`src/rtl/rampseq_pkg.sv`:
```
package rampseq_pkg;
  typedef struct packed {
    logic capture;
    logic clrTimer;
  } seqStrobe_t;

  typedef enum logic [2:0] {
    S_IDLE, S_SLOW, S_WRITE, S_SETTLE, S_RAMP, S_EXIT, S_DONE
  } seqState_t;
endpackage

```
`src/rtl/ndiv_ramp_dp.sv`:
```
module ndiv_ramp_dp
  import rampseq_pkg::*;
#(
  parameter int M_W        = 8,
  parameter int N_W        = 8,
  parameter int PL_W       = 6,
  parameter int US_CYCLES  = 1000,
  parameter int TIMEOUT_US = 500,
  parameter int REF_W      = 16,
  localparam int COEFF_W   = M_W + N_W + PL_W,
  localparam int PL_LSB    = M_W + N_W,
  localparam int PRE_W     = (US_CYCLES > 1) ? $clog2(US_CYCLES) : 1,
  localparam int US_W      = $clog2(TIMEOUT_US + 1)
) (
  input  logic               clk,
  input  logic               rstN,
  input  seqStrobe_t         strobe,
  input  logic [N_W-1:0]     reqN,
  input  logic [COEFF_W-1:0] curCoeff,
  input  logic               rampDoneAsync,
  input  logic [REF_W-1:0]   refKhz,
  output logic               nMatch,
  output logic               syncDone,
  output logic [US_W-1:0]    usCount,
  output logic [COEFF_W-1:0] coeffData,
  output logic [7:0]         stepA,
  output logic [7:0]         stepB,
  output logic               cfgErr
);
  logic [PRE_W-1:0] preCount;
  logic             syncMeta;

  assign nMatch = (reqN == curCoeff[PL_LSB-1:M_W]);

  always_ff @(posedge clk) begin
    if (!rstN) begin
      syncMeta <= 1'b0;
      syncDone <= 1'b0;
    end else begin
      syncMeta <= rampDoneAsync;
      syncDone <= syncMeta;
    end
  end

  always_ff @(posedge clk) begin
    if (!rstN) begin
      preCount <= '0;
      usCount  <= '0;
    end else if (strobe.clrTimer) begin
      preCount <= '0;
      usCount  <= '0;
    end else if (preCount == PRE_W'(US_CYCLES - 1)) begin
      preCount <= '0;
      if (usCount != US_W'(TIMEOUT_US)) usCount <= usCount + 1'b1;
    end else begin
      preCount <= preCount + 1'b1;
    end
  end

  always_ff @(posedge clk) begin
    if (!rstN) coeffData <= '0;
    else if (strobe.capture)
      coeffData <= {curCoeff[COEFF_W-1:PL_LSB], reqN, curCoeff[M_W-1:0]};
  end

  always_comb begin
    cfgErr = 1'b0;
    unique case (refKhz)
      REF_W'(12000), REF_W'(12800), REF_W'(13000): begin stepA = 8'h2B; stepB = 8'h0B; end
      REF_W'(19200): begin stepA = 8'h12; stepB = 8'h08; end
      REF_W'(38400): begin stepA = 8'h04; stepB = 8'h05; end
      default: begin stepA = 8'h00; stepB = 8'h00; cfgErr = 1'b1; end
    endcase
  end

  // a rising synchronised flag was present at the input two cycles earlier
  p_sync_two_flop_r6: assert property (@(posedge clk) disable iff (!rstN)
    $rose(syncDone) |-> $past(rampDoneAsync, 2));
endmodule

```
`src/rtl/ndiv_ramp_ctrl.sv`:
```
module ndiv_ramp_ctrl
  import rampseq_pkg::*;
#(
  parameter int TIMEOUT_US = 500,
  localparam int US_W      = $clog2(TIMEOUT_US + 1)
) (
  input  logic            clk,
  input  logic            rstN,
  input  logic            start,
  input  logic            nMatch,
  input  logic            syncDone,
  input  logic [US_W-1:0] usCount,
  output seqStrobe_t      strobe,
  output logic            slowdown,
  output logic            rampEn,
  output logic            coeffWr,
  output logic            done,
  output logic            timeoutErr
);
  seqState_t state, nextState;
  logic setErr, clrErr;

  always_comb begin
    nextState = state;
    strobe    = '0;
    setErr    = 1'b0;
    clrErr    = 1'b0;
    unique case (state)
      S_IDLE: if (start) begin
        strobe.capture  = 1'b1;
        strobe.clrTimer = 1'b1;
        clrErr          = 1'b1;
        nextState       = nMatch ? S_DONE : S_SLOW;
      end
      S_SLOW:   if (usCount >= US_W'(1)) nextState = S_WRITE;
      S_WRITE: begin
        strobe.clrTimer = 1'b1;
        nextState       = S_SETTLE;
      end
      S_SETTLE: if (usCount >= US_W'(1)) begin
        strobe.clrTimer = 1'b1;
        nextState       = S_RAMP;
      end
      S_RAMP: begin
        if (syncDone) nextState = S_EXIT;
        else if (usCount >= US_W'(TIMEOUT_US)) begin
          setErr    = 1'b1;
          nextState = S_EXIT;
        end
      end
      S_EXIT:  nextState = S_DONE;
      S_DONE:  nextState = S_IDLE;
      default: nextState = S_IDLE;
    endcase
  end

  always_ff @(posedge clk) begin
    if (!rstN) begin
      state      <= S_IDLE;
      timeoutErr <= 1'b0;
    end else begin
      state <= nextState;
      if (clrErr) timeoutErr <= 1'b0;
      else if (setErr) timeoutErr <= 1'b1;
    end
  end

  assign slowdown = (state == S_SLOW) || (state == S_WRITE) ||
                    (state == S_SETTLE) || (state == S_RAMP);
  assign rampEn   = (state == S_RAMP);
  assign coeffWr  = (state == S_WRITE);
  assign done     = (state == S_DONE);

  // leaving slowdown drops the ramp enable in the same cycle
  p_joint_release_r8: assert property (@(posedge clk) disable iff (!rstN)
    $fell(slowdown) |-> $fell(rampEn));
  // a write is always preceded by slowdown
  p_write_in_slowdown_r3: assert property (@(posedge clk) disable iff (!rstN)
    coeffWr |-> $past(slowdown));
  // the ramp enable never follows the write directly
  p_settle_after_write_r5: assert property (@(posedge clk) disable iff (!rstN)
    coeffWr |=> !rampEn);
  // done is reported with both controls released
  p_done_released_r8: assert property (@(posedge clk) disable iff (!rstN)
    done |-> (!slowdown && !rampEn && $past(!rampEn)));
  // the error appears only on the way to done, out of the ramp wait
  p_err_from_ramp_r7: assert property (@(posedge clk) disable iff (!rstN)
    $rose(timeoutErr) |-> $past(rampEn));
endmodule

```
`src/rtl/ndiv_ramp_seq.sv`:
```
module ndiv_ramp_seq
  import rampseq_pkg::*;
#(
  parameter int M_W        = 8,
  parameter int N_W        = 8,
  parameter int PL_W       = 6,
  parameter int US_CYCLES  = 1000,
  parameter int TIMEOUT_US = 500,
  parameter int REF_W      = 16
) (
  input  logic                      clk,
  input  logic                      rstN,
  input  logic                      start,
  input  logic [N_W-1:0]            reqN,
  input  logic [M_W+N_W+PL_W-1:0]   curCoeff,
  input  logic                      rampDoneAsync,
  input  logic [REF_W-1:0]          refKhz,
  output logic                      slowdown,
  output logic                      rampEn,
  output logic                      coeffWr,
  output logic [M_W+N_W+PL_W-1:0]   coeffData,
  output logic                      done,
  output logic                      timeoutErr,
  output logic [7:0]                stepA,
  output logic [7:0]                stepB,
  output logic                      cfgErr
);
  localparam int US_W = $clog2(TIMEOUT_US + 1);

  seqStrobe_t      strobe;
  logic            nMatch;
  logic            syncDone;
  logic [US_W-1:0] usCount;

  ndiv_ramp_ctrl #(.TIMEOUT_US(TIMEOUT_US)) uCtrl (
    .clk, .rstN, .start, .nMatch, .syncDone, .usCount, .strobe,
    .slowdown, .rampEn, .coeffWr, .done, .timeoutErr
  );

  ndiv_ramp_dp #(
    .M_W(M_W), .N_W(N_W), .PL_W(PL_W), .US_CYCLES(US_CYCLES),
    .TIMEOUT_US(TIMEOUT_US), .REF_W(REF_W)
  ) uDp (
    .clk, .rstN, .strobe, .reqN, .curCoeff, .rampDoneAsync, .refKhz,
    .nMatch, .syncDone, .usCount, .coeffData, .stepA, .stepB, .cfgErr
  );
endmodule

```
`config.mk`:
```
export PLATFORM = sky130hd
export DESIGN_NAME = ndiv_ramp_seq
export DESIGN_NICKNAME = d
export VERILOG_FILES = /design/src/rtl/rampseq_pkg.sv /design/src/rtl/ndiv_ramp_dp.sv /design/src/rtl/ndiv_ramp_ctrl.sv /design/src/rtl/ndiv_ramp_seq.sv
export SDC_FILE = /design/constraint.sdc
export NUM_CORES = 1
export LEC_CHECK = 0
export BUFFER_PORTS_ARGS = -buffer_cell sky130_fd_sc_hd__buf_2
export CAP_MARGIN = 15
export CORE_UTILIZATION = 30
export CTS_BUF_LIST = sky130_fd_sc_hd__clkbuf_8
export DETAILED_ROUTE_END_ITERATION = 8
export HOLD_SLACK_MARGIN = 0.12
export PLACE_DENSITY_LB_ADDON = 0.25
export SKIP_LAST_GASP = 1
export SYNTH_ARGS = -nofsm -noshare
export SYNTH_HDL_FRONTEND = slang
export SYNTH_SLANG_ARGS = --single-unit
```
`constraint.sdc`:
```
create_clock -name clk -period 5.05 [get_ports clk]
set_input_delay 1.01 -clock clk [delete_from_list [all_inputs] [get_ports clk]]
set_output_delay 1.01 -clock clk [all_outputs]
set_load 0.1 [all_outputs]
```
# == Word level (Yosys, flattened, before mapping) ==
# Cells that the tools add are included.
# op_classes
add_sub_neg,2
magnitude_cmp,2
eq_ne,18
n_mux,19
bitwise_logic,1
reduce_logical,11
# ops
op,n
$eq A16 B14 Y1 const B,3
$mux W3,6
$pmux W3 S6,1
$pmux W6 S3,1
$eq A16 B15 Y1 const B,1
$eq A16 B16 Y1 const B,1
$pmux W4 S3,1
$add A10 B1 Y10 const B,1
$eq A10 B10 Y1 const B,1
$add A9 B1 Y9 const B,1
$eq A3 B3 Y1 const B,3
$ge A9 B1 Y1 const B,1
$ge A9 B9 Y1 const B,1
$ne A9 B9 Y1 const B,1
$eq A8 B8 Y1,1
$mux W1,8
$eq A3 B2 Y1 const B,2
$reduce_or A3 Y1,2
$reduce_or A5 Y1,1
$ne A2 B1 Y1 const B,2
$reduce_and A4 Y1,1
$reduce_or A2 Y1,2
$eq A3 B1 Y1 const B,1
$logic_not A3 Y1,1
other kinds (7),9
# word_totals
reg_bits,47
output_inout_bits,44

# == Logic depth before layout (Yosys ltp) ==
# Gate-level depths: netlist of run 1.
# logic_depth
depth_word,4
depth_mapped,8
ltp_nobuf,7

# == Cells and area by module ==
# A second synthesis of run 1 with hierarchy kept.
# hier_totals
hier_cells,269
hier_area_um2,2416.1
# modules_own_cells
module,n_inst,cells_each,area_each_um2,seq_area_each_um2
ndiv_ramp_dp,1,221,2053.2,860.8
ndiv_ramp_ctrl,1,48,362.8,80.1

# == Least setup slack after synthesis of run 1 ==
# Ideal clock, no wire load.
# synth_path
kind,input to output
startpoint,in refKhz[1]
endpoint,out cfgErr
arrival_ns,6.573
required_time_ns,4.040
path_slack_ns,-2.533
stages,4
cell_sequence,nor4b_1 > nand3_1 > o41ai_1 > nor2_1
# synth_between
elab_chain_cells,3
# synth_lines
item,line_no,rtl
from (decl),ndiv_ramp_seq.sv:17,"input logic [REF_W-1:0] refKhz,"
"$eq A16 B14 Y1, or another cell as far along",ndiv_ramp_dp.sv:68,unique case (refKhz)
$reduce_or A5 Y1 (no source line) (*),n/a,
$mux W1 (*),ndiv_ramp_dp.sv:68,
to (decl),ndiv_ramp_seq.sv:26,output logic cfgErr
# Every way passes the cells marked *; elsewhere a longest branch is shown, timed or not.

# == Worst setup path after layout of run 1 ==
# layout_path
startpoint,in refKhz[4]
endpoint,out stepB[0]
# layout_between
elab_chain_cells,3
# layout_lines
item,line_no,rtl
$eq A16 B14 Y1,ndiv_ramp_dp.sv:68,
$reduce_or A3 Y1,ndiv_ramp_dp.sv:68,
$pmux W4 S3 (*),ndiv_ramp_dp.sv:68,
to (decl),ndiv_ramp_seq.sv:25,"output logic [7:0] stepB,"
# Marked as above.

==> reports/metrics.csv, run 1 <==
stage,metric,value,unit
detailed_routing,detailedRoute.firstPassIterationCount,4,
clocking,postCtsSetupBuffers,0,
floorplanning,initial_core_util,31.1,%
worst_setup_path,end_kind,output pin,
yosys,synth_fa_ha_area_share,2.08,%
sta,hold_viol_final,0,
job,max_cap_viol_count,0,
pwr,leakagePower,1.28,nW
clocking,cts_resized,0,
sta,slew_viol_final,0,
yosys,synth_seq_cells,47,
sta,fin_worst_skew,4.60,ps
floorplanning,floorplan.rows,32,
clocking,cts_buffers,5,
global_route,grt_antenna_before_repair,0,
detailed_routing,totalWireLength,5290,um
cells_and_area,layout.filler_cells,819,
pwr,cellPowerDensity,318,nW/um^2
floorplanning,dieArea,8380,um^2
global_route,grt_max_degree,30,
floorplanning,die-width,91.5,um
clocking,clock_tree.htree_level_count,2,
global_route,via_count_of_the_first_global_routing_pass,1909,
worst_setup_path,cp-start-kind,input pin,
cells_and_area,area_occupied_by_multi_input_gates,1360,um^2
sta,grt_setup_unrepaired,false,
cells_and_area,post_route_cells_drive_above_1_share,28.8,%
worst_hold_path,worstHoldPathType,reg -> reg,
cells_and_area,area_growth_syn_to_layout,23.8,%
clocking,cts.path.max_buffers,2,
yosys,synth_compound_gate_area_share,12.7,%
yosys,synthesis.yosys.warnings,0,
floorplanning,design.portCount,94,
detailed_routing,wl_per_cell,11.3,um
detailed_routing,detail_route.drc_violations,0,
sta,hold_slack,438,ps
sta,worstMarginPinSlew,808,ps
sta,totalNegativeSetupSlack,0,ps
cells_and_area,final_core_utilization,38.5,%
cells_and_area,layout_commonest_cell,sky130_fd_sc_hd__buf_2,
worst_setup_path,critPathArrivalTime,2960,ps
global_route,overflow,0,
global_route,globalRouteTotalUtil,13.1,%
global_route,grt_pass1_wl,8910,um
yosys,synth_mux_area_share,0,%
worst_hold_path,worstHoldStart,uDp.syncMeta,
yosys,largest_family_of_logic_cells_by_synthesized_area,simple AND/OR/NAND/NOR gates,
sta,timing.max_slew.rel_slack,46.0,%
place,placed_wire_length_estimate_after_detailed_placement,3960,um
yosys,post_synth_xor_area_fraction,8.74,%
detailed_routing,via_per_inst,4.61,
detailed_routing,drtAntennaViolNets,0,
sta,fin_crit_share,78.6,%
clocking,ctsHoldBuffers,0,
floorplanning,core_area,7730,um^2
clocking,clock-root-buffer,sky130_fd_sc_hd__clkbuf_8,
place,port_buffers,87,
worst_setup_path,timing.setup.critical_path_class,in -> out,
cells_and_area,finalNetCount,418,
yosys,yosysUniqueCellTypes,48,
worst_setup_path,startpoint,refKhz[4],
clocking,tritoncts,yes,
clocking,insertion_delay,300,ps
yosys,synthSimpleGateAreaFrac,30.5,%
yosys,netlist_instances,287,
cells_and_area,layout.area.seq,941,um^2
yosys,synth.avg_cell_area,8.38,um^2
sta,fin_crit,3970,ps
outcome,outcome,completed,
pwr,vdd.ir_drop.worst,0.159,mV
sta,timing.final.setup_violations,0,
worst_setup_path,rr_startpoint,uDp.usCount[1],
worst_setup_path,path_max_fanout,5,
worst_setup_path,worstPathRequired,4040,ps
clocking,cts.sink_count,47,
floorplanning,die_y,91.5,um
cells_and_area,layout_common_cells,"sky130_fd_sc_hd__buf_2, sky130_fd_sc_hd__nand2_1, sky130_fd_sc_hd__dfxtp_1",
clocking,clkSlewWorstSetupHoldPaths,80,ps
yosys,mappedNetlistArea,2400,um^2
place,finalWeightedCongestion,0.784,
cells_and_area,num_antenna_cells,0,
detailed_routing,vias,2154,
yosys,synth_sequential_area_ratio,39.1,%
detailed_routing,detailed_router_s_first_iteration_violation_count,104,
sta,fmax,0.252,GHz
-- per-layer routing --
| layer | track usage, % | wire (um) | vias to the layer above |
|---|---|---|---|
| li1 | - | - | 1113 |
| met1 | 17.2 | 2500 | 970 |
| met2 | 20.7 | 2370 | 66 |
| met3 | 3.27 | 355 | 5 |
| met4 | 4.76 | 61 | 0 |
| met5 | 0 | 0 | - |
-- cell type report --
cell class                 instances  share of cell area, %
tap                              102                   4.29
timing repair buffer              88                   15.0
clock inverter                     3                  0.546
inverter                           4                  0.504
multi-input combinational        218                   45.8
sequential                        47                   31.6
clock buffer                       5                   2.31
-- registers in the layout (all words and copies together) (netlist names) --
signal and flops:
uDp.coeffData 22, uDp.syncMeta 1, uDp.preCount 10, uDp.syncDone 1
uCtrl.timeoutErr 1, uCtrl.state 3, uDp.usCount 9
-- worst max-delay path: stages --
cell	delay (ps)
sky130_fd_sc_hd__buf_2	110
sky130_fd_sc_hd__or4b_2	660
sky130_fd_sc_hd__a211oi_1	260
sky130_fd_sc_hd__o211ai_1	220
sky130_fd_sc_hd__inv_1	160
sky130_fd_sc_hd__or2_2	120
sky130_fd_sc_hd__buf_2	410
-- logic make-up (layout without fill, tap and decap cells) --
group / count (synthesis) / in the layout
AO/OA/AOI/OAI: 38 / 38
flip-flops: 47 / 47
AND/OR/NAND/NOR: 146 / 146
buffers and inverters: 27 / 100
other: 1 / 6
XOR/XNOR: 24 / 24
adder cells (fa/ha/maj): 4 / 4
-- Yosys cell counts (all sizes together) --
library cell	number	area, um^2
o221a	1	11.3
xnor2	12	105
a211oi	1	7.51
nand3b	1	7.51
nor2b	2	12.5
o21ai	2	10.0
nand2b	4	25.0
nor4b	4	35.0
inv	4	15.0
nand4	8	50.1
clkbuf	5	18.8
ha	4	50.1
o21a	1	7.51
nand3	11	55.1
o41ai	1	8.76
nand2	56	210
or3	2	12.5
conb	1	3.75
or4b	2	20.0
xor2	12	105
buf	18	126
and3	4	25.0
nor3	3	15.0
o2bb2ai	1	8.76
a21oi	2	10.0
o211ai	1	7.51
o22ai	1	6.26
nor4	7	65.1
o311ai	2	35.0
nor2	30	113
and2	4	25.0
or2	2	12.5
o211a	1	10.0
and4	1	8.76
nand4b	3	26.3
nor3b	2	15.0
a21boi	23	173
dfxtp	47	941
a41o	1	11.3
-- per-stage QoR --
step	instance area, um^2	setup WS (ps)	total power [mW]	std cells
finish	2980	1080	0.946	467
global route	2980	1010	0.992	467
CTS	2970	1080	0.956	466
detailed placement	2880	1100	0.734	458
global placement	2880	1150	0.732	458
floorplan	2460	317	0.678	292
-- final timing paths --
path,cells past startpoint,slack [ps],endpoint
setup reg to reg,7,3070,uDp.preCount[3]
hold / removal,1,440,uDp.syncDone
hold reg to reg,1,440,uDp.syncDone
setup / recovery,7,1080,stepB[0]
-- power by group --
| group | leakage (nW) | internal, mW | total, mW | switching (mW) |
|---|---|---|---|---|
| combinational | 0.857 | 0.0663 | 0.312 | 0.246 |
| sequential | 0.383 | 0.394 | 0.413 | 0.0196 |
| clock | 0.0453 | 0.0949 | 0.220 | 0.125 |
Power figures use the tool's default switching activity.
==> run 2, diff against run 1 <==
==> constraint.sdc (replaced) <==
create_clock -name clk -period 3.39 [get_ports clk]
set_input_delay 0.678 -clock clk [delete_from_list [all_inputs] [get_ports clk]]
set_output_delay 0.678 -clock clk [all_outputs]
set_load 0.1 [all_outputs]
==> run 2 against run 1 <==
Against the previous run:
- die area stayed put
- critical path type unchanged
- non-clock buffer count stayed put
- wire length is 0.74% higher
- global-route usage is 0.078 points higher
- sequential power is 49% higher
- combinational power is 50% higher
- clock power is 55% higher
- design area is 5.0% higher
- core utilization is 1.9 points higher
- first-iteration DRC count is 13% lower
- clock skew is 3.7 ps higher
- critical endpoint unchanged
==> reports/metrics.csv, run 2 (synthesized netlist as in run 1, its figures left out) <==
stage,metric,value,unit,change
sta,slew_viol_final,0,,unchanged
worst_setup_path,critPathArrivalTime,2530,ps,-430 ps
worst_setup_path,startpoint,refKhz[4],,
worst_setup_path,worst-path-buf-inv,3,,unchanged
pwr,vdd.ir_drop.worst,0.208,mV,+31%
place,port_buffers,87,,unchanged
clocking,cts_buffers,5,,unchanged
outcome,outcome,completed,,
clocking,insertion_delay,300,ps,about the same
sta,hold_slack,442,ps,+3.65 ps
cells_and_area,largest_reg_flops,22,,unchanged
cells_and_area,reg.largest.list,"uDp.coeffData x22, uDp.preCount x10, uDp.usCount x9",,
cells_and_area,finalNetCount,418,,unchanged
pwr,totalPowerFinal,1.42,mW,+51%
worst_setup_path,path_max_fanout,5,,unchanged
clocking,clock-root-buffer,sky130_fd_sc_hd__clkbuf_8,,
cells_and_area,area_growth_syn_to_layout,30.1,%,
floorplanning,dieArea,8380,um^2,unchanged
global_route,grt_pass1_wl,9070,um,+1.7%
worst_setup_path,timing.setup.critical_path_class,in -> out,,
sta,timing.max_slew.rel_slack,47.6,%,+1.6 points
detailed_routing,detail_route.drc_violations,0,,unchanged
detailed_routing,totalWireLength,5330,um,+0.74%
detailed_routing,wl_per_cell,11.4,um,+0.74%
clocking,tritoncts,yes,,
sta,fin_crit_share,94.6,%,
floorplanning,design.portCount,94,,unchanged
floorplanning,core_area,7730,um^2,unchanged
detailed_routing,detailed_router_s_first_iteration_violation_count,90,,-13%
worst_setup_path,cp-start-kind,input pin,,
clocking,cts.sink_count,47,,unchanged
cells_and_area,post_route_cells_drive_above_1_share,30.7,%,+1.9 points
worst_hold_path,worstHoldStart,uDp.syncMeta,,
cells_and_area,layout.filler_cells,813,,-0.73%
clocking,ctsHoldBuffers,0,,unchanged
place,placed_wire_length_estimate_after_detailed_placement,4030,um,+1.8%
pwr,cellPowerDensity,455,nW/um^2,+43%
job,max_cap_viol_count,0,,unchanged
worst_setup_path,rr_startpoint,uDp.usCount[1],,
floorplanning,floorplan.rows,32,,unchanged
floorplanning,die_y,91.5,um,unchanged
global_route,globalRouteTotalUtil,13.2,%,+0.078 points
cells_and_area,largest-register,uDp.coeffData,,
sta,hold_viol_final,0,,unchanged
cells_and_area,layout_common_cells,"sky130_fd_sc_hd__buf_2, sky130_fd_sc_hd__nand2_1, sky130_fd_sc_hd__dfxtp_1",,
pwr,leakagePower,1.30,nW,+1.0%
sta,totalNegativeSetupSlack,0,ps,unchanged
clocking,postCtsSetupBuffers,0,,unchanged
worst_setup_path,crit_chain,buf_2 -> or4b_2 -> a211oi_1 -> o211ai_1 -> clkinvlp_4 -> or2_4 -> buf_12,,
floorplanning,initial_core_util,31.1,%,unchanged
sta,fin_worst_skew,8.27,ps,+3.67 ps
floorplanning,die-width,91.5,um,unchanged
global_route,grt_antenna_before_repair,0,,unchanged
global_route,grt_max_degree,30,,unchanged
clocking,cts_resized,0,,unchanged
worst_hold_path,worstHoldPathType,reg -> reg,,
worst_setup_path,cpPeakStageDelay,650,ps,about the same
clocking,clock_tree.htree_level_count,2,,unchanged
sta,worstMarginPinSlew,785,ps,-23.8 ps
detailed_routing,detailedRoute.firstPassIterationCount,4,,unchanged
sta,grt_setup_unrepaired,false,,
sta,fin_crit,3210,ps,
global_route,overflow,0,,unchanged
detailed_routing,drtAntennaViolNets,0,,unchanged
worst_setup_path,worstPathRequired,2710,ps,-1330 ps
clocking,clkSlewWorstSetupHoldPaths,90,ps,about the same
worst_setup_path,worst_path_dominant_cell_family,simple AND/OR/NAND/NOR gates,,
worst_setup_path,end_kind,output pin,,
clocking,cts.path.max_buffers,2,,unchanged
worst_setup_path,critical-path-slowest-cell,sky130_fd_sc_hd__or4b_2,,
sta,timing.final.setup_violations,0,,unchanged
global_route,via_count_of_the_first_global_routing_pass,1953,,+2.3%
place,finalWeightedCongestion,0.829,,+5.7%
sta,fmax,0.312,GHz,
detailed_routing,vias,2136,,-0.84%
cells_and_area,num_antenna_cells,0,,unchanged
detailed_routing,via_per_inst,4.57,,-0.84%
cells_and_area,layout_commonest_cell,sky130_fd_sc_hd__buf_2,,
[run 2: cell types whose count changed in the layout (fill, tap and decap cells not counted), moves of 2 or more]
cell	change
sky130_fd_sc_hd__buf_12	+7
sky130_fd_sc_hd__buf_2	-7
sky130_fd_sc_hd__nor3b_1	-2
sky130_fd_sc_hd__nor3b_2	+2
[run 2: stage by stage]
stage	util (%)	instances	setup slack [ps]	area, um^2
after CTS	40.5	467	170	3130
after floorplan	-	292	-199	2510
final	40.5	467	183	3130
after detailed placement	39.3	459	185	3040
after global placement	39.3	459	208	3040
after global routing	40.5	467	50.6	3130
[run 2: path summary, 6_finish.rpt]
check / to / slack (ps) / cells past startpoint
worst max-delay path: stepB[0] / 180 / 7
worst min-delay path: uDp.syncDone / 440 / 1
worst max register to register: uDp.preCount[2] / 1370 / 7
worst min register to register: uDp.syncDone / 440 / 1
[run 2: final cells by class]
class                   instances  area (um^2)  area share, %
flip-flops and latches         47          941           30.1
repair buffers                 88          548           17.5
inverters                       4         18.8          0.600
clock inverters                 3         20.0          0.640
well taps                     102          128           4.08
clock buffers                   5         68.8           2.20
multi-input cells             218         1400           44.9
[run 2: layer usage]
metal  share of wire, %  track usage [%]  up-vias
met5                  0                0        -
met4               0.71             3.31        0
met3                6.2             2.85        4
met2                 44             21.0       68
met1                 49             18.0      950
li1                   -                -     1114
[run 2: where the power goes]
group	internal (mW)	total [mW]	switching (mW)
clock	0.145	0.341	0.195
sequential	0.586	0.617	0.0303
combinational	0.0993	0.467	0.367
total	0.831	1.42	0.593
==> run 3, diff against run 2 <==
--- a/config.mk
+++ b/config.mk
@@ -5,11 +5,12 @@
 export SDC_FILE = /design/constraint.sdc
 export NUM_CORES = 1
 export LEC_CHECK = 0
-export BUFFER_PORTS_ARGS = -buffer_cell sky130_fd_sc_hd__buf_2
+export ABC_AREA = 1
 export CAP_MARGIN = 15
 export CORE_UTILIZATION = 30
 export CTS_BUF_LIST = sky130_fd_sc_hd__clkbuf_8
 export DETAILED_ROUTE_END_ITERATION = 8
+export DONT_BUFFER_PORTS = 1
 export HOLD_SLACK_MARGIN = 0.12
 export PLACE_DENSITY_LB_ADDON = 0.25
 export SKIP_LAST_GASP = 1
==> run 3 against run 2 <==
Against the previous run:
- clock power up 25%
- die area up 5.6%
- first-iteration DRC count rose by 26%
- critical path type unchanged
- clock skew increased by 5.0 ps
- highest routed layer unchanged
- largest cell class unchanged
==> reports/metrics.csv, run 3 <==
stage,metric,value,unit,change
outcome,outcome,completed,,
pwr,seq_power_share,58.7,%,+15 points
global_route,globalRouteTotalUtil,12.8,%,-0.34 points
detailed_routing,drtAntennaViolNets,0,,unchanged
pwr,internal_power_contribution,0.996,mW,+20%
place,placed_wire_length_estimate_after_detailed_placement,4010,um,-0.53%
clocking,cts.path.max_buffers,2,,unchanged
worst_setup_path,critical-path-slowest-cell,sky130_fd_sc_hd__buf_4,,
detailed_routing,totalWireLength,5300,um,-0.58%
floorplanning,design.portCount,94,,unchanged
floorplanning,die-width,94.1,um,+2.8%
worst_setup_path,reg2reg_depth,6,,-1
yosys,post-synth-top-area-cell,sky130_fd_sc_hd__dfxtp_1,,
worst_setup_path,rr_startpoint,uCtrl.state[1],,
cells_and_area,finalNetCount,436,,+4.3%
sta,fin_crit,2600,ps,-602 ps
worst_hold_path,hold_end,uDp.syncDone,,
sta,fin_crit_share,76.8,%,-18 points
clocking,tritoncts,yes,,
cells_and_area,final_core_utilization,34.1,%,-6.4 points
clocking,cts_resized,0,,unchanged
sta,hold_viol_final,0,,unchanged
sta,timing.max_slew.rel_slack,33.2,%,-14 points
pwr,vdd.ir_drop.worst,0.693,mV,+230%
pwr,totalPowerFinal,2.19,mW,+54%
sta,worstMarginPinSlew,1000,ps,+216 ps
yosys,synth_compound_gate_area_share,8.51,%,-4.2 points
global_route,grt_antenna_before_repair,0,,unchanged
clocking,cts_buffers,5,,unchanged
yosys,netlist_instances,378,,+32%
cells_and_area,area_growth_syn_to_layout,10.1,%,
worst_setup_path,path_max_fanout,4,,-1
yosys,post_synth_xor_area_fraction,5.51,%,-3.2 points
detailed_routing,via_per_inst,4.54,,-0.81%
cells_and_area,largest_reg_flops,22,,unchanged
yosys,synthesis.yosys.warnings,0,,unchanged
cells_and_area,post_route_cells_drive_above_1_share,9.66,%,-21 points
detailed_routing,detailedRoute.firstPassIterationCount,4,,unchanged
worst_setup_path,cpPeakStageDelay,460,ps,-190 ps
detailed_routing,vias,2214,,+3.7%
place,port_buffers,0,,-100%
cells_and_area,num_antenna_cells,0,,unchanged
worst_setup_path,worstPathRequired,2710,ps,about the same
job,max_cap_viol_count,0,,unchanged
floorplanning,core_area,8220,um^2,+6.3%
yosys,synthDominantCellAreaShare,37.0,%,-2.1 points
pwr,sw_frac_of_total,54.5,%,+13 points
floorplanning,floorplan.rows,33,,+3.1%
yosys,synth_flop_cell,sky130_fd_sc_hd__dfxtp_1,,
sta,grt_setup_unrepaired,false,,
detailed_routing,detailed_router_s_first_iteration_violation_count,113,,+26%
yosys,largest_family_of_logic_cells_by_synthesized_area,simple AND/OR/NAND/NOR gates,,
worst_hold_path,hold-path-cell-count,2,,+1
yosys,post-synth-top-count-cell,sky130_fd_sc_hd__nand2_1,,
yosys,synth_sequential_area_ratio,37.0,%,-2.1 points
cells_and_area,layout_commonest_cell,sky130_fd_sc_hd__nand2_1,,
yosys,synth_seq_cells,47,,unchanged
worst_setup_path,end_kind,output pin,,
pwr,leakagePower,1.27,nW,-2.4%
clocking,postCtsSetupBuffers,0,,unchanged
yosys,synth_top_cells_by_count,"sky130_fd_sc_hd__nand2_1, sky130_fd_sc_hd__nor2_1, sky130_fd_sc_hd__dfxtp_1",,
global_route,via_count_of_the_first_global_routing_pass,2147,,+9.9%
floorplanning,die_y,94.1,um,+2.8%
yosys,synth_fa_ha_area_share,1.97,%,-0.11 points
worst_hold_path,worstHoldPathType,reg -> reg,,
cells_and_area,largest-register,uDp.coeffData,,
pwr,netSwitchingPower,1.19,mW,+100%
worst_setup_path,critPathArrivalTime,1930,ps,-600 ps
global_route,grt_pass1_wl,9050,um,-0.15%
clocking,clock-root-buffer,sky130_fd_sc_hd__clkbuf_8,,
pwr,cellPowerDensity,782,nW/um^2,+72%
global_route,grt_max_degree,29,,-3.3%
clocking,clock_tree.htree_level_count,2,,unchanged
yosys,synth.avg_cell_area,6.73,um^2,-20%
yosys,mappedNetlistArea,2540,um^2,+5.7%
worst_setup_path,r2r-end,uDp.coeffData[3],,
sta,fin_worst_skew,13.3,ps,+5.01 ps
sta,totalNegativeSetupSlack,0,ps,unchanged
yosys,synth_enable_flop_cells,0,,unchanged
sta,fmax,0.384,GHz,+23%
clocking,insertion_delay,310,ps,about the same
yosys,synth_mux_area_share,0,%,unchanged
clocking,clkSlewWorstSetupHoldPaths,90,ps,about the same
floorplanning,dieArea,8850,um^2,+5.6%
worst_setup_path,worst_path_dominant_cell_family,simple AND/OR/NAND/NOR gates,,
detailed_routing,wl_per_cell,10.9,um,-4.9%
worst_setup_path,cp-start-kind,input pin,,
global_route,overflow,0,,unchanged
yosys,ys_async_sr_fraction,0,%,unchanged
worst_setup_path,timing.setup.critical_path_class,in -> out,,
clocking,cts.sink_count,47,,unchanged
cells_and_area,reg.largest.list,"uDp.coeffData x22, uDp.preCount x10, uDp.usCount x9",,
cells_and_area,layout_common_cells,"sky130_fd_sc_hd__nand2_1, sky130_fd_sc_hd__nor2_1, sky130_fd_sc_hd__dfxtp_1",,
yosys,synthSimpleGateAreaFrac,34.4,%,+4.0 points
pwr,clock_power_share,19.5,%,-4.4 points
worst_setup_path,crit_chain,nor3_1 -> nand2_1 -> nor2_1 -> nand3_1 -> inv_2 -> buf_4,,
yosys,yosysUniqueCellTypes,32,,-33%
worst_setup_path,reg2reg_slack,1490,ps,+120 ps
worst_hold_path,worstHoldStart,uDp.syncMeta,,
cells_and_area,layout.filler_cells,872,,+7.3%
clocking,ctsHoldBuffers,0,,unchanged
sta,timing.final.setup_violations,0,,unchanged
sta,slew_viol_final,0,,unchanged
place,finalWeightedCongestion,0.810,,-2.3%
floorplanning,initial_core_util,30.9,%,-0.18 points
detailed_routing,detail_route.drc_violations,0,,unchanged
worst_setup_path,worst-path-buf-inv,2,,-1
yosys,biggest_area_contributors_in_the_synthesized_netlist,"sky130_fd_sc_hd__dfxtp_1, sky130_fd_sc_hd__nand2_1, sky130_fd_sc_hd__nor2_1, sky130_fd_sc_hd__inv_1, sky130_fd_sc_hd__o21ai_0",,
pwr,power.combinational.fraction,21.8,%,-11 points
[run 3: cell count changes in the layout (fill, tap and decap cells not counted), sizes merged, moves of 4 or more]
cell / before / now
nor2: 30 / 68
nor4b: 4 / 0
and2: 4 / 0
o21ai: 2 / 24
and3: 4 / 0
buf: 88 / 11
a21oi: 2 / 18
nand2b: 4 / 0
a21boi: 23 / 0
nor3: 3 / 9
nand2: 56 / 95
xnor2: 12 / 5
inv: 5 / 47
[run 3: metal layers]
layer  part of all wire [%]  up-vias  track usage, %
met3                    8.5        5            4.21
met4                    1.2        0            4.36
li1                       -     1164               -
met2                     46       83            22.6
met1                     44      962            14.4
met5                      0        -               0
[run 3: area by class of cell]
class	instances	area [um^2]	area share, %
Multi-Input combinational cell	269	1320	47.0
Sequential cell	47	941	33.6
Inverter	48	181	6.48
Tap cell	105	131	4.69
Timing Repair Buffer	11	115	4.11
Clock buffer	5	68.8	2.46
Clock inverter	3	47.5	1.70
[run 3: worst max-delay path by stage]
stage	from	endpoint	slack, ps	cells after the start
3_3_place_gp	refKhz[1]	stepB[2]	840	6
6_report	refKhz[1]	stepB[2]	790	6
3_5_place_dp	refKhz[1]	stepB[2]	780	6
4_1_cts	refKhz[1]	stepA[5]	770	8
5_1_grt	refKhz[1]	stepB[2]	590	6
2_1_floorplan	refKhz[1]	stepB[3]	260	8
[run 3: metrics by stage]
stage / std cells / setup WS (ps) / hold WS (ps) / instance area, um^2
4_1_cts: 488 / 771 / 417 / 2800
3_5_place_dp: 480 / 778 / 395 / 2680
3_3_place_gp: 480 / 836 / 394 / 2680
2_1_floorplan: 383 / 261 / 390 / 2560
5_1_grt: 488 / 590 / 438 / 2800
6_report: 488 / 785 / 417 / 2800
[run 3: power groups by stage]
| stage | Combinational (mW) | Sequential, mW | Clock, mW |
|---|---|---|---|
| 2_1_floorplan | 0.418 | 1.27 | 0 |
| 3_3_place_gp | 0.477 | 1.30 | 0 |
| 3_5_place_dp | 0.483 | 1.29 | 0 |
| 4_1_cts | 0.482 | 1.29 | 0.445 |
| 5_1_grt | 0.536 | 1.30 | 0.459 |
| 6_report | 0.478 | 1.29 | 0.427 |
[run 3: cell families (layout without fill, tap and decap cells)]
family                   count (synthesis)  after routing
AND/OR/NAND/NOR                        200            200
XOR/XNOR                                16             16
other                                    1              6
AO/OA/AOI/OAI                           43             43
flip-flops                              47             47
adder cells (fa/ha/maj)                  4              4
buffers and inverters                   67             67
[run 3: worst register-to-register path, stage by stage (launching register included)]
cell and delay (ps):
sky130_fd_sc_hd__dfxtp_1 360, sky130_fd_sc_hd__nor2_1 140, sky130_fd_sc_hd__nand2_1 90, sky130_fd_sc_hd__nor2_2 380, sky130_fd_sc_hd__clkinv_1 530, sky130_fd_sc_hd__nor2_1 220, sky130_fd_sc_hd__nor2_1 60
